==> src/rtl/irq_arb_pkg.sv <==
package irq_arb_pkg;
  typedef struct packed {
    logic       ready;
    logic       icw1;
    logic       icw2;
    logic       icw3;
    logic       icw4;
    logic       ocw1;
    logic       eoiAny;
    logic       eoiSpec;
    logic [7:0] data;
  } ctlStrobe_t;
endpackage

==> src/rtl/irq_cmd_ctrl.sv <==
module irq_cmd_ctrl #(
  parameter int NCTL  = 3,
  parameter int SEL_W = 2
) (
  input  logic                                clk,
  input  logic                                rstN,
  input  logic                                wrEn,
  input  logic [SEL_W-1:0]                    wrSel,
  input  logic                                wrAddr,
  input  logic [7:0]                          wrData,
  output irq_arb_pkg::ctlStrobe_t [NCTL-1:0]  strb
);
  typedef enum logic [2:0] {S_UNINIT, S_BASE, S_CAS, S_MODE, S_READY} seqState_t;

  for (genvar g = 0; g < NCTL; g++) begin : g_seq
    seqState_t st;
    logic      singleMode, wantMode;
    logic      hit, isInit, isCmd, isData;

    assign hit    = wrEn && (wrSel == SEL_W'(g));
    assign isInit = hit && !wrAddr && wrData[4];
    assign isCmd  = hit && !wrAddr && !wrData[4] && !wrData[3];
    assign isData = hit && wrAddr;

    always_ff @(posedge clk) begin
      if (!rstN) begin
        st         <= S_UNINIT;
        singleMode <= 1'b0;
        wantMode   <= 1'b0;
      end else if (isInit) begin
        st         <= S_BASE;
        singleMode <= wrData[1];
        wantMode   <= wrData[0];
      end else if (isData) begin
        case (st)
          S_BASE:  st <= !singleMode ? S_CAS : (wantMode ? S_MODE : S_READY);
          S_CAS:   st <= wantMode ? S_MODE : S_READY;
          S_MODE:  st <= S_READY;
          default: st <= st;
        endcase
      end
    end

    assign strb[g] = '{
      ready:   (st == S_READY),
      icw1:    isInit,
      icw2:    isData && (st == S_BASE),
      icw3:    isData && (st == S_CAS),
      icw4:    isData && (st == S_MODE),
      ocw1:    isData && (st == S_READY),
      eoiAny:  isCmd && (st == S_READY) && (wrData[7:5] == 3'b001),
      eoiSpec: isCmd && (st == S_READY) && (wrData[7:5] == 3'b011),
      data:    wrData
    };
  end
endmodule

==> src/rtl/irq_bank.sv <==
module irq_bank #(
  parameter int IDX_W     = 3,
  parameter bit IS_MASTER = 1'b0
) (
  input  logic                      clk,
  input  logic                      rstN,
  input  irq_arb_pkg::ctlStrobe_t   strb,
  input  logic                      en,
  input  logic [(1<<IDX_W)-1:0]     lineIn,
  input  logic                      ackSet,
  output logic                      reqAny,
  output logic [IDX_W-1:0]          winIdx,
  output logic [7-IDX_W:0]          baseOut,
  output logic [(1<<IDX_W)-1:0]     casCfg
);
  localparam int NIN    = 1 << IDX_W;
  localparam int BASE_W = 8 - IDX_W;

  logic [NIN-1:0]    irr, isr, imr, eligible, clrMask, setMask;
  logic [BASE_W-1:0] baseQ;
  logic              autoEoi, nestSpecial, found;

  always_comb begin
    logic above;
    above = 1'b0;
    for (int i = 0; i < NIN; i++) begin
      logic selfBlk;
      selfBlk     = isr[i] && !(IS_MASTER && nestSpecial && casCfg[i]);
      eligible[i] = irr[i] && !imr[i] && !above && !selfBlk;
      above       = above | isr[i];
    end
  end

  always_comb begin
    found  = 1'b0;
    winIdx = '0;
    for (int i = 0; i < NIN; i++) begin
      if (eligible[i] && !found) begin
        found  = 1'b1;
        winIdx = IDX_W'(i);
      end
    end
  end

  assign reqAny  = strb.ready && en && found;
  assign baseOut = baseQ;

  always_comb begin
    clrMask = '0;
    if (strb.eoiAny)  clrMask = isr & (~isr + NIN'(1));
    if (strb.eoiSpec) clrMask = NIN'(1) << strb.data[IDX_W-1:0];
    setMask = (ackSet && !autoEoi) ? (NIN'(1) << winIdx) : '0;
  end

  always_ff @(posedge clk) begin
    if (!rstN) begin
      irr         <= '0;
      isr         <= '0;
      imr         <= '0;
      casCfg      <= '0;
      baseQ       <= '0;
      autoEoi     <= 1'b0;
      nestSpecial <= 1'b0;
    end else begin
      irr <= en ? lineIn : '0;
      if (strb.icw1) begin
        isr         <= '0;
        imr         <= '0;
        casCfg      <= '0;
        autoEoi     <= 1'b0;
        nestSpecial <= 1'b0;
      end else begin
        isr <= (isr & ~clrMask) | setMask;
        if (strb.icw2) baseQ  <= strb.data[7:IDX_W];
        if (strb.icw3) casCfg <= strb.data[NIN-1:0];
        if (strb.icw4) begin
          autoEoi     <= strb.data[1];
          nestSpecial <= strb.data[4];
        end
        if (strb.ocw1) imr <= strb.data[NIN-1:0];
      end
    end
  end
endmodule

==> src/rtl/cascade_irq_arbiter.sv <==
module cascade_irq_arbiter #(
  parameter int IDX_W   = 3,
  parameter int S1_PORT = 2,
  parameter int S2_PORT = 5
) (
  input  logic                    clk,
  input  logic                    rstN,
  input  logic                    wrEn,
  input  logic [1:0]              wrSel,
  input  logic                    wrAddr,
  input  logic [7:0]              wrData,
  input  logic                    pcCompat,
  input  logic [2:0]              ctlEnable,
  input  logic [3*(1<<IDX_W)-1:0] irqIn,
  input  logic                    intaReq,
  output logic                    intOut,
  output logic                    vecValid,
  output logic [7:0]              vecOut
);
  localparam int NIN    = 1 << IDX_W;
  localparam int BASE_W = 8 - IDX_W;
  localparam int NCTL   = 3;

  function automatic logic [IDX_W-1:0] portOf(input int g);
    return (g == 1) ? IDX_W'(S1_PORT) : IDX_W'(S2_PORT);
  endfunction

  irq_arb_pkg::ctlStrobe_t [NCTL-1:0] strbArr;
  logic [NIN-1:0]    lineArr   [NCTL];
  logic [NIN-1:0]    casCfgArr [NCTL];
  logic [BASE_W-1:0] baseArr   [NCTL];
  logic [IDX_W-1:0]  winArr    [NCTL];
  logic [NCTL-1:0]   reqArr, ackSet, enArr, casLive;
  logic [NIN-1:0]    mLine;
  logic [7:0]        vecNext;

  irq_cmd_ctrl #(.NCTL(NCTL), .SEL_W(2)) u_ctrl (
    .clk(clk), .rstN(rstN), .wrEn(wrEn), .wrSel(wrSel),
    .wrAddr(wrAddr), .wrData(wrData), .strb(strbArr)
  );

  assign enArr[0] = ctlEnable[0];
  assign enArr[1] = ctlEnable[1];
  assign enArr[2] = ctlEnable[2] && !pcCompat;

  always_comb begin
    casLive[0] = 1'b0;
    for (int g = 1; g < NCTL; g++)
      casLive[g] = casCfgArr[0][portOf(g)] && !(g == 2 && pcCompat);
  end

  always_comb begin
    for (int i = 0; i < NIN; i++) begin
      mLine[i] = irqIn[i];
      for (int g = 1; g < NCTL; g++)
        if (i == int'(portOf(g)) && casLive[g]) mLine[i] = reqArr[g];
      if (pcCompat && i == S2_PORT) mLine[i] = irqIn[2*NIN];
    end
  end

  for (genvar g = 0; g < NCTL; g++) begin : g_bank
    if (g == 0) begin : g_m
      assign lineArr[g] = mLine;
    end else begin : g_s
      assign lineArr[g] = irqIn[g*NIN +: NIN];
    end
    irq_bank #(.IDX_W(IDX_W), .IS_MASTER(g == 0)) u_bank (
      .clk(clk), .rstN(rstN), .strb(strbArr[g]), .en(enArr[g]),
      .lineIn(lineArr[g]), .ackSet(ackSet[g]), .reqAny(reqArr[g]),
      .winIdx(winArr[g]), .baseOut(baseArr[g]), .casCfg(casCfgArr[g])
    );
  end

  always_comb begin
    ackSet  = '0;
    vecNext = {baseArr[0], {IDX_W{1'b1}}};
    if (reqArr[0]) begin
      ackSet[0] = 1'b1;
      vecNext   = {baseArr[0], winArr[0]};
      for (int g = 1; g < NCTL; g++) begin
        if (winArr[0] == portOf(g) && casLive[g]) begin
          vecNext = {baseArr[g], {IDX_W{1'b1}}};
          if (casCfgArr[g] == NIN'(portOf(g)) && reqArr[g]) begin
            ackSet[g] = 1'b1;
            vecNext   = {baseArr[g], winArr[g]};
          end
        end
      end
    end
    ackSet = ackSet & {NCTL{intaReq}};
  end

  assign intOut = reqArr[0];

  always_ff @(posedge clk) begin
    if (!rstN) begin
      vecValid <= 1'b0;
      vecOut   <= '0;
    end else begin
      vecValid <= intaReq;
      if (intaReq) vecOut <= vecNext;
    end
  end
endmodule

==> config.mk <==
export PLATFORM = sky130hd
export DESIGN_NAME = cascade_irq_arbiter
export DESIGN_NICKNAME = d
export VERILOG_FILES = /design/src/rtl/irq_arb_pkg.sv /design/src/rtl/irq_cmd_ctrl.sv /design/src/rtl/irq_bank.sv /design/src/rtl/cascade_irq_arbiter.sv
export SDC_FILE = /design/constraint.sdc
export NUM_CORES = 1
export LEC_CHECK = 0
export CORE_ASPECT_RATIO = 0.9
export CORE_MARGIN = 2
export CORE_UTILIZATION = 52
export DETAILED_ROUTE_END_ITERATION = 7
export PLACE_DENSITY = 0.72
export REMOVE_ABC_BUFFERS = 1
export SLEW_MARGIN = 20
export SYNTH_ARGS = -nofsm -noshare
export SYNTH_HDL_FRONTEND = slang
export SYNTH_SLANG_ARGS = --single-unit
==> constraint.sdc <==
create_clock -name clk -period 2.92 [get_ports clk]
set_clock_uncertainty 0.2 [all_clocks]
set_input_delay 0.876 -clock clk [delete_from_list [all_inputs] [get_ports clk]]
set_output_delay 0.876 -clock clk [all_outputs]
set_load 0.02 [all_outputs]
# Word-level counts from Yosys, hierarchy flattened
# Cells that the tools add are included.
[totals] reg_bits=139 latchBits=0 ram_bits=0 romBits=0 in_bits=43 out_inout_bits=10 wordCells=468 mem_count=0
[op_classes] addsub=3 multipliers=0 n_div=0 n_lt_le_gt_ge=0 n_eq_ne=20 n_shift=4 n_mux=82 n_bitwise=38 n_reduce_logical=288
[ops] operator="1-bit logical AND" count=160
[ops] operator="1-bit logical NOT" count=103
[ops] operator="8-bit 2-to-1 mux" count=12
[ops] operator="3-bit 2-to-1 mux" count=21
[ops] operator="8-bit AND" count=6
[ops] operator="8-bit inverter" count=6
[ops] operator="1-bit 2-to-1 mux" count=40
[ops] operator="1-bit by 3-bit << shifter with 8-bit output (first input constant)" count=4
[ops] operator="3-bit case mux with 3 select lines" count=3
[ops] operator="8-bit by 1-bit adder with 8-bit output (second input constant)" count=3
[ops] operator="3-bit by 2-bit == test with 1-bit output (second input constant)" count=8
[ops] operator="8-bit bitwise OR" count=3
[ops] operator="2-bit AND reduction" count=12
[ops] operator="1-bit bitwise OR" count=18
[ops] operator="3-bit by 1-bit == test with 1-bit output (second input constant)" count=4
[ops] operator="3-bit == test (second input constant)" count=4
[ops] operator="2-bit 2-to-1 mux" count=6
[ops] operator="4-bit nonzero test" count=3
[ops] operator="3-bit nonzero test" count=3
[ops] operator="8-bit by 2-bit == test with 1-bit output (second input constant)" count=1
[ops] operator="8-bit by 3-bit == test with 1-bit output (second input constant)" count=1
[ops] operator="2-bit nonzero test" count=3
[ops] operator="2-bit OR reduction" count=3
[ops] operator="1-bit inverter" count=4
[ops] operator="other kinds (4)" count=4

# Depth between registers and ports, before layout
# Gate-level depths: netlist of run 1.
[depth] depth_word=35 ltp_mapped=9 mapped_depth_nobuf=6

# By module
# From an unflattened synthesis of run 1, not the netlist that was laid out.
[hier_totals] cells_unflattened=785 hier_area_um2=7003.0
[by_module_without_submodules] mod="irq_bank (g_bank[1].u_bank ...)" instances=2 cells_per_inst=183 area_each_um2=1711.6 seq_area_each_um2=760.7
[by_module_without_submodules] mod="irq_bank (g_bank[0].u_bank)" instances=1 cells_per_inst=193 area_each_um2=1828.0 seq_area_each_um2=780.7
[by_module_without_submodules] mod="irq_cmd_ctrl" instances=1 cells_per_inst=154 area_each_um2=1154.9 seq_area_each_um2=300.3
[by_module_without_submodules] mod="cascade_irq_arbiter" instances=1 cells_per_inst=72 area_each_um2=596.8 seq_area_each_um2=180.2

# Worst setup path after synthesis of run 1
# No wires, ideal clock.
[synth_path] kind="reg-to-output" start="reg g_bank[0].u_bank.isr[0]" end="out intOut" arrival_time_ps=2034 required_ps=1844 slack_ps=-190 path_stages_with_launch=8 n_path_buf=3 path_cell_list="dfxtp_1 > buf_6 > or4_4 > buf_6 > nor3_1 > o2bb2ai_1 > o211a_1 > clkbuf_1"
[synth_between] elab_chain_len=26 word_cells_on_any_way=53 classes_between="8 x mux; 6 x bitwise; 39 x reduce/logical"
[synth_lines] element="from (decl)" line_no="irq_bank.sv:19" rtl="logic [NIN-1:0] irr, isr, imr, eligible, clrMask, setMask;"
[synth_lines] element="from (signal assigned)" line_no="irq_bank.sv:73" rtl="isr <= (isr & ~clrMask) | setMask;"
[synth_lines] element="1-bit logical AND" line_no="irq_bank.sv:28" rtl="selfBlk = isr[i] && !(IS_MASTER && nestSpecial && casCfg[i]);"
[synth_lines] element="1-bit logical NOT" line_no="irq_bank.sv:29" rtl="eligible[i] = irr[i] && !imr[i] && !above && !selfBlk;"
[synth_lines] element="1-bit logical AND" line_no="irq_bank.sv:29"
[synth_lines] element="1-bit 2-to-1 mux" line_no="irq_bank.sv:38" rtl="if (eligible[i] && !found) begin"
[synth_lines] element="1-bit logical NOT" line_no="irq_bank.sv:38"
[synth_lines] element="1-bit logical AND" line_no="irq_bank.sv:38"
[synth_lines] element="1-bit 2-to-1 mux" line_no="irq_bank.sv:38"
[synth_lines] element="1-bit logical NOT" line_no="irq_bank.sv:38"
[synth_lines] element="(+10 left out)"
[synth_lines] element="1-bit 2-to-1 mux" line_no="irq_bank.sv:38"
[synth_lines] element="1-bit logical NOT" line_no="irq_bank.sv:38"
[synth_lines] element="1-bit logical AND" line_no="irq_bank.sv:38"
[synth_lines] element="1-bit 2-to-1 mux" line_no="irq_bank.sv:38"
[synth_lines] element="1-bit logical NOT" line_no="irq_bank.sv:38"
[synth_lines] element="1-bit logical AND" line_no="irq_bank.sv:38"
[synth_lines] element="1-bit 2-to-1 mux *" line_no="irq_bank.sv:38"
[synth_lines] element="1-bit logical AND *" line_no="irq_bank.sv:45" rtl="assign reqAny = strb.ready && en && found;"
[synth_lines] element="to (decl)" line_no="cascade_irq_arbiter.sv:16" rtl="output logic intOut,"
# Mark *: on every way between the ends. The rest lies on a longest branch, timed or not.

# Final worst setup path of run 1
# Ends and elaborated chain as after synthesis.

==> results of run 1 <==
## worst reg2reg max path: stages, from the launching register on
cell	delay, ns
sky130_fd_sc_hd__dfxtp_2	0.33
sky130_fd_sc_hd__or4_4	0.56
sky130_fd_sc_hd__buf_4	0.19
sky130_fd_sc_hd__nand3b_4	0.16
sky130_fd_sc_hd__or4_4	0.50
sky130_fd_sc_hd__nand2b_4	0.16
sky130_fd_sc_hd__or4_4	0.48
sky130_fd_sc_hd__o41ai_2	0.22
## Yosys cell counts (3+ instances only)
cell type	n
sky130_fd_sc_hd__a211o_1	3
sky130_fd_sc_hd__a21boi_0	10
sky130_fd_sc_hd__a21o_1	3
sky130_fd_sc_hd__a21oi_1	34
sky130_fd_sc_hd__a22o_1	5
sky130_fd_sc_hd__a41oi_1	3
sky130_fd_sc_hd__and2_1	11
sky130_fd_sc_hd__and3_1	18
sky130_fd_sc_hd__clkbuf_1	35
sky130_fd_sc_hd__dfxtp_1	139
sky130_fd_sc_hd__inv_1	13
sky130_fd_sc_hd__mux2i_1	66
sky130_fd_sc_hd__nand2_1	57
sky130_fd_sc_hd__nand2b_1	21
sky130_fd_sc_hd__nand3_1	30
sky130_fd_sc_hd__nand3b_1	7
sky130_fd_sc_hd__nor2_1	113
sky130_fd_sc_hd__nor2b_1	14
sky130_fd_sc_hd__nor3_1	21
sky130_fd_sc_hd__nor3b_1	12
sky130_fd_sc_hd__nor4_1	5
sky130_fd_sc_hd__nor4b_1	7
sky130_fd_sc_hd__nor4bb_1	4
sky130_fd_sc_hd__o21ai_0	39
sky130_fd_sc_hd__o22ai_1	9
sky130_fd_sc_hd__o31ai_1	9
sky130_fd_sc_hd__or2_2	4
sky130_fd_sc_hd__or3_1	3
sky130_fd_sc_hd__or3b_2	9
sky130_fd_sc_hd__or4_1	4
sky130_fd_sc_hd__or4_4	3
## cell families after synthesis
family                 after synthesis  share of synthesized area, %
and+or+nand+nor                    353                         28.53
DFF                                139                         42.76
AOI/OAI and AO/OA                  150                         15.38
buffers and inverters               51                         3.172
muxes                               66                         10.15
## placed cells by master, fill, tap and decap left out, drive strengths merged, types with 5 or more instances in the layout
cell type	count
or3b	9
nand3b	8
a21boi	10
and3	18
nor4b	7
nor3b	12
nor4	5
nor2b	14
nand2b	22
o21ai	41
clkdlybuf4s50	49
dfxtp	139
inv	14
mux2i	66
a21oi	34
o31ai	9
nand3	30
or4	7
a22o	5
and2	11
nand2	57
nor2	113
nor3	21
clkbuf	21
buf	112
o22ai	9
## final timing paths
path,endpoint,from
worst max-delay path,intOut,g_bank[0].u_bank.isr[0]
worst min-delay path,g_bank[1].u_bank.casCfg[3],g_bank[1].u_bank.casCfg[3]
worst max register to register,g_bank[2].u_bank.isr[5],g_bank[0].u_bank.isr[0]
worst min register to register,g_bank[1].u_bank.casCfg[3],g_bank[1].u_bank.casCfg[3]
## repair_timing
item,4_1_cts,5_1_grt
setup buffers,0,1
hold buffers,0,0
resized for setup,17,15
pin swaps,2,3
gates cloned,0,0
endpoints found under the setup margin,6,19
## area by class of cell
| class | count | area, sq um | share of cell area (%) |
|---|---|---|---|
| repair buffers | 163 | 1410 | 16.19 |
| clock buffers | 21 | 470.5 | 5.402 |
| inverters | 13 | 48.80 | 0.5603 |
| multi-input cells | 569 | 3655 | 41.97 |
| clock inverters | 10 | 140.1 | 1.609 |
| flip-flops and latches | 139 | 2784 | 31.97 |
| well taps | 160 | 200.2 | 2.299 |
## metal layers
| metal | wire length (um) | part of all wire, % | vias up | global-route usage [%] |
|---|---|---|---|---|
| met5 | 0 | 0 | - | 0 |
| met4 | 654 | 3.1 | 0 | 13.22 |
| met3 | 1366 | 6.5 | 49 | 6.430 |
| met2 | 9759 | 46 | 238 | 53.31 |
| met1 | 9395 | 44 | 3062 | 43.06 |
| li1 | - | - | 3019 | - |
## flip-flops by register name, indices dropped and copies added (netlist names)
name	count
g_bank.u_bank.casCfg	24
g_bank.u_bank.nestSpecial	1
vecValid	1
g_bank.u_bank.imr	24
g_bank.u_bank.isr	24
vecOut	8
u_ctrl.g_seq.st	9
u_ctrl.g_seq.singleMode	3
g_bank.u_bank.baseOut	15
g_bank.u_bank.autoEoi	3
u_ctrl.g_seq.wantMode	3
g_bank.u_bank.irr	24
## power by group through the flow
stage,Combinational [mW],Sequential [mW],Clock (mW)
6_report,0.402,1.92,2.24
5_1_grt,0.424,1.93,2.34
4_1_cts,0.388,1.92,2.26
3_5_place_dp,0.378,1.96,0
3_3_place_gp,0.374,1.96,0
2_1_floorplan,0.134,1.97,0
## stage by stage
stage	instance area, sq um	total power [mW]	hold WS [ns]	setup WS (ns)
after global placement	7946	2.339	0.2372	-0.4203
final	8708	4.563	0.2527	-0.1907
after detailed placement	7946	2.343	0.2444	-0.5340
after CTS	8627	4.570	0.2511	-0.1649
after global routing	8708	4.689	0.2781	-0.2340
after floorplan	6350	2.100	0.2271	0.03640
==> results.md, run 1 <==
- Final setup violation count: 1
- Worst Setup Slack, final: -0.1907 ns
- Fraction of the core area covered by cells at the end of the flow: 71.83%
- Ordered list of cells on the worst path: or4_4, nor3_4, o2bb2ai_4, o211a_4, buf_6
- Worst-Margin Slew: between 0.7 and 0.8 ns
- Top cells by area, synth: sky130_fd_sc_hd__dfxtp_1 (43%), sky130_fd_sc_hd__mux2i_1 (10%), sky130_fd_sc_hd__nor2_1 (6.5%)
- Fin. max-slew vios: 0
- Final routed wirelength across all metal layers: between 20000 and 25000 um
- Die extent in y: between 100 and 150 um
- Via density per instance: roughly 5.9
- Number of global-route vias before repair: approximately 6300
- Global-route total usage across every layer: 32.80%
- Post-synthesis area per instance: 8.574 sq um
- RePlAce Congestion: 0.9158
- Slowest stage cell on the critical path: sky130_fd_sc_hd__or4_4
- Input/output buffers: 52
- Register clock-pin slew on the reported worst setup and hold paths: roughly 0.06 ns
- Reg2reg path depth: 7
- Outcome: finished with violations
- Worst hold path depth: 2
- Net count, final: about 950
- Wire length of the first global-routing pass: between 30000 and 40000 um
- Period minus WS final: just over 3 ns
- Num Clock Sinks: 139
- Crit share post-route: 106.5%
- Power per standard cell area: roughly 520 nW/um^2
- Dpl cells: approximately 1000
- # DRC: 0
- Critical path peak fanout: 3
- Clock network fraction of total power: slightly below 50%
- Antenna violations before repair: 0
- Element type at the critical path start: register
- Leakage Power: around 3.7 nW
- Number of top-level pins: 53
- Largest net degree at the start of global routing: 26
- Post-synth top area share: 42.76%
- Detailed router's first-iteration violation count: ~540
- Fraction of the yosys area taken by sequential cells: between 40% and 50%
- Clock buffer depth: 2
- Hold crit path type: register to register
- Violations in the final reports: setup timing
- Kind of end point of the critical path: output pin
- Portion of total power attributed to combinational logic: about 9%
- Number of buffers created by CTS: 17
- Std cell rows: 38
- Summed instance area of the synthesized netlist: roughly 6500 sq um
- TritonCTS clock tree: built
- Max Cap Viol: 0
- Switching share of total power: between 20% and 30%
- Core Box Area: 12120 sq um
- Async set-or-reset flop fraction in the synthesized netlist: 0%
- Endpoints failing hold: 0
- Bufs and invs on worst path: 1
- Total negative slack: -0.1907 ns
- Worst reg2reg setup slack: approximately 0.03 ns
- Relative area change from synthesis to final layout: 33.82%
- Number of standard cells in the layout, taps in and fillers out: 1075
- Achievable clock frequency: between 300 and 400 MHz
- Average detailed-routed wire length per instance: around 20 um
- Die outline area: about 13000 sq um
- Critical Path Stages: 5
- Fraction of layout instances using a drive strength above 1: about a fifth
- Clock latency of the later-clocked register in the worst-skew pair: roughly 0.43 ns
- Gate Count Post-Synth: around 760
- Prevailing post-synth register cell: sky130_fd_sc_hd__dfxtp_1
- Critical Path AT: a little over 2 ns
- Required arrival time at the worst endpoint: around 1.8 ns
- Count of cell types in the netlist: 64
- Depth of the CTS H-tree: 4
- Number of enable-type register cells in the synthesized netlist: 0
- Maximum cell stage delay along the critical path: around 0.56 ns
- Max IR drop VDD: about 0.5 mV
- GR Overflow Total: 0
- Iteration count of the initial detailed-routing pass: 5
- Reported net switching power: 1.062 mW
- CTS Root Cell: sky130_fd_sc_hd__clkbuf_16
- Worst setup path class: register to output pin
- Cell type with the highest aggregate area in the netlist: sky130_fd_sc_hd__dfxtp_1
- Family with the most delay on the worst path: simple AND/OR/NAND/NOR gates
- RSZ-0062 raised after global routing: yes
- Antenna violation net count after detailed routing: 0
- YS warnings: 0
- Vias: between 6000 and 7000
- Internal Dissipation: between 3 and 4 mW
- Die extent in x: approximately 120 um
- Number of flip-flops and latches in the synthesized netlist: approximately 140
- Number of inserted filler cells in the final layout: about 940
- Rel. slew slack: between 40% and 50%
- Dpl hpwl: 15420 um
- Starting density of the core: 53.67%
- Share of power burned in registers: 42.2%
- Count of inserted antenna diode cells: 0
Power figures use the tool's default switching activity.
==> run 2, diff against run 1 <==
--- a/config.mk
+++ b/config.mk
@@ -7,9 +7,9 @@
 export LEC_CHECK = 0
 export CORE_ASPECT_RATIO = 0.9
 export CORE_MARGIN = 2
-export CORE_UTILIZATION = 52
+export CORE_UTILIZATION = 25
 export DETAILED_ROUTE_END_ITERATION = 7
-export PLACE_DENSITY = 0.72
+export PLACE_DENSITY = 0.38
 export REMOVE_ABC_BUFFERS = 1
 export SLEW_MARGIN = 20
 export SYNTH_ARGS = -nofsm -noshare
==> constraint.sdc (replaced) <==
create_clock -name clk -period 3.8 [get_ports clk]
set_clock_uncertainty 0.2 [all_clocks]
set_input_delay 1.14 -clock clk [delete_from_list [all_inputs] [get_ports clk]]
set_output_delay 1.14 -clock clk [all_outputs]
set_load 0.02 [all_outputs]
==> run 2 against run 1 <==
  * Register-to-register slack better by 0.79 ns
  * Wire length increased by 8.4%
  * The flow now finishes without violations
  * Clock power fell by 25%
  * Critical endpoint unchanged
  * Sequential power down 23%
  * Sequential share of layout area up 1.5 points
  * Highest routed layer unchanged
  * Cell area down 4.4%
  * Via count down 7.2%
==> results.md, run 2 (same netlist as run 1, synthesis figures left out) <==
- Post-detailed-placement cell area: 7734 sq um (was 7946 sq um)
- Core Box Area: 25850 sq um (was 12120 sq um)
- Fraction of met2 tracks used by global routing: 28.08% (was 53.31%)
- Hold crit path type: register to register (unchanged)
- Hold-fix buffers at CTS: 0 (unchanged)
- Clock latency of the later-clocked register in the worst-skew pair: 0.43 ns (about the same)
- Detailed router's first-iteration violation count: 479 (was 536)
- Met1 layer usage reported by global route: 23.31% (was 43.06%)
- Power per standard cell area: 414.4 nW/um^2 (was 524.0 nW/um^2)
- Critical Path AT: 2.34 ns (was 2.03 ns)
- Final setup violation count: 0 (was 1)
- Fraction of layout instances using a drive strength above 1: 13.34% (was 20.11%)
- Register clock-pin slew on the reported worst setup and hold paths: 0.06 ns (about the same)
- Met3 track utilization from global routing: 3.792% (was 6.430%)
- CTS Root Cell: sky130_fd_sc_hd__clkbuf_16 (unchanged)
- Max Cap Viol: 0 (unchanged)
- Critical path peak fanout: 9 (was 3)
- Worst-Margin Slew: 0.7060 ns (was 0.7774 ns)
- Final routed wirelength across all metal layers: 22950 um (was 21180 um)
- Finished Cell Area: 8325 sq um (was 8708 sq um)
- Worst Setup Slack, final: 0.1234 ns (was -0.1907 ns)
- Largest net degree at the start of global routing: 31 (was 26)
- GR Overflow Total: 0 (unchanged)
- Rel. slew slack: 52.29% (was 47.70%)
- Total negative slack: 0 ns (was -0.1907 ns)
- Antenna violation net count after detailed routing: 0 (unchanged)
- Period minus WS final: roughly 3.7 ns
- Die extent in x: 174.1 um (was 121.9 um)
- Count of inserted antenna diode cells: 0 (unchanged)
- Net count, final: 892 (was 946)
- RePlAce Congestion: 0.8434 (was 0.9158)
- Std cell rows: 56 (was 38)
- Fin. max-slew vios: 0 (unchanged)
- Global-route total usage across every layer: 17.38% (was 32.80%)
- RSZ-0062 raised after global routing: no (was yes)
- Worst setup path class: register to output pin (unchanged)
- Depth of the CTS H-tree: 4 (unchanged)
- Iteration count of the initial detailed-routing pass: 5 (unchanged)
- Num Clock Sinks: 139 (unchanged)
- Dpl hpwl: 17220 um (was 15420 um)
- Wire length of the first global-routing pass: 35680 um (was 33200 um)
- TritonCTS clock tree: built (unchanged)
- Max IR drop VDD: 0.3003 mV (was 0.5033 mV)
- Outcome: complete, no violations (was finished with violations)
- Post-CTS Setup Inserts: 0 (unchanged)
- Cells resized by post-CTS repair: 1 (was 17)
- Dpl ws: 0.007601 ns (was -0.5340 ns)
- Antenna violations before repair: 0 (unchanged)
- Achievable clock frequency: approximately 270 MHz
- Die extent in y: 157.1 um (was 110.1 um)
- Total power: 3.450 mW (was 4.563 mW)
- Required arrival time at the worst endpoint: 2.46 ns (was 1.84 ns)
- Most congested layer reported by global routing: met2 (unchanged)
- Die outline area: 27340 sq um (was 13430 sq um)
- Kind of end point of the critical path: output pin (unchanged)
- # DRC: 0 (unchanged)
- Highest-count cells in the layout ignoring fill and taps: sky130_fd_sc_hd__dfxtp_1 (139), sky130_fd_sc_hd__nor2_1 (113), sky130_fd_sc_hd__mux2i_1 (66) (was sky130_fd_sc_hd__dfxtp_1 (138), sky130_fd_sc_hd__nor2_1 (113), sky130_fd_sc_hd__buf_4 (107))
- Leakage Power: 3.395 nW (was 3.746 nW)
- Element type at the critical path start: register (unchanged)
- Number of global-route vias before repair: 5968 (was 6270)
- Input/output buffers: 52 (unchanged)
- Average detailed-routed wire length per instance: 18.97 um (was 19.70 um)
- Via density per instance: 4.883 (was 5.924)
- Number of buffers created by CTS: 17 (unchanged)
- Vias: 5908 (was 6368)
- WHS: 0.2548 ns (was 0.2527 ns)
- Endpoints failing hold: 0 (unchanged)
- Relative area change from synthesis to final layout: 27.94% (was 33.82%)
- Most common cell after layout, fill and taps aside: sky130_fd_sc_hd__dfxtp_1 (unchanged)
- Number of top-level pins: 53 (unchanged)
- Crit share post-route: 96.75%
- Starting density of the core: 25.17% (was 53.67%)
- Clock buffer depth: 2 (unchanged)
run 2: cell types whose count changed in the layout (fill, tap and decap cells not counted), moves of 3 or more:
cell | before | now
sky130_fd_sc_hd__buf_4 | 107 | 57
sky130_fd_sc_hd__inv_6 | 1 | 5
sky130_fd_sc_hd__buf_12 | 4 | 0
sky130_fd_sc_hd__clkbuf_8 | 3 | 0
run 2: layout make-up:
class | count | area, sq um
Tap cell | 348 | 435.4
Fill cell | 2692 | 17530
Clock buffer | 18 | 429.2
Inverter | 13 | 48.80
Timing Repair Buffer | 109 | 947.2
Sequential cell | 139 | 2783
Multi-Input combinational cell | 569 | 3523
Clock inverter | 14 | 158.9
run 2: through the flow:
stage	util (%)	cells
floorplan	-	721
global placement	29.91	1178
detailed placement	29.91	1178
CTS	32.18	1210
global route	32.20	1210
finish	32.20	1210
run 2: critical path: stages, from the launching register on:
cell	delay, ns
sky130_fd_sc_hd__dfxtp_1	0.39
sky130_fd_sc_hd__or4_4	0.64
sky130_fd_sc_hd__nor3_2	0.17
sky130_fd_sc_hd__o2bb2ai_1	0.17
sky130_fd_sc_hd__o211a_1	0.20
sky130_fd_sc_hd__dlygate4sd2_1	0.34
run 2: per-layer routing:
layer / share of wire, % / vias up
li1: - / 2905
met1: 49 / 2829
met2: 45 / 155
met3: 4.5 / 19
met4: 1.6 / 0
met5: 0 / -
run 2: path summary, 6_finish.rpt:
check                                   from                          to  slack [ns]  cells after the start
hold / removal    g_bank[1].u_bank.casCfg[4]  g_bank[1].u_bank.casCfg[4]        0.25                      2
setup / recovery     g_bank[0].u_bank.isr[0]                      intOut        0.12                      5
hold reg to reg   g_bank[1].u_bank.casCfg[4]  g_bank[1].u_bank.casCfg[4]        0.25                      2
setup reg to reg     g_bank[2].u_bank.isr[0]     g_bank[2].u_bank.isr[6]        0.82                      6
run 2: report_power, final:
| group | leakage (nW) | switching (mW) | total (mW) | internal, mW |
|---|---|---|---|---|
| Clock | 0.276 | 0.712 | 1.69 | 0.980 |
| Sequential | 1.12 | 0.00761 | 1.48 | 1.47 |
| Combinational | 1.99 | 0.164 | 0.280 | 0.116 |
| Total | 3.39 | 0.884 | 3.45 | 2.57 |
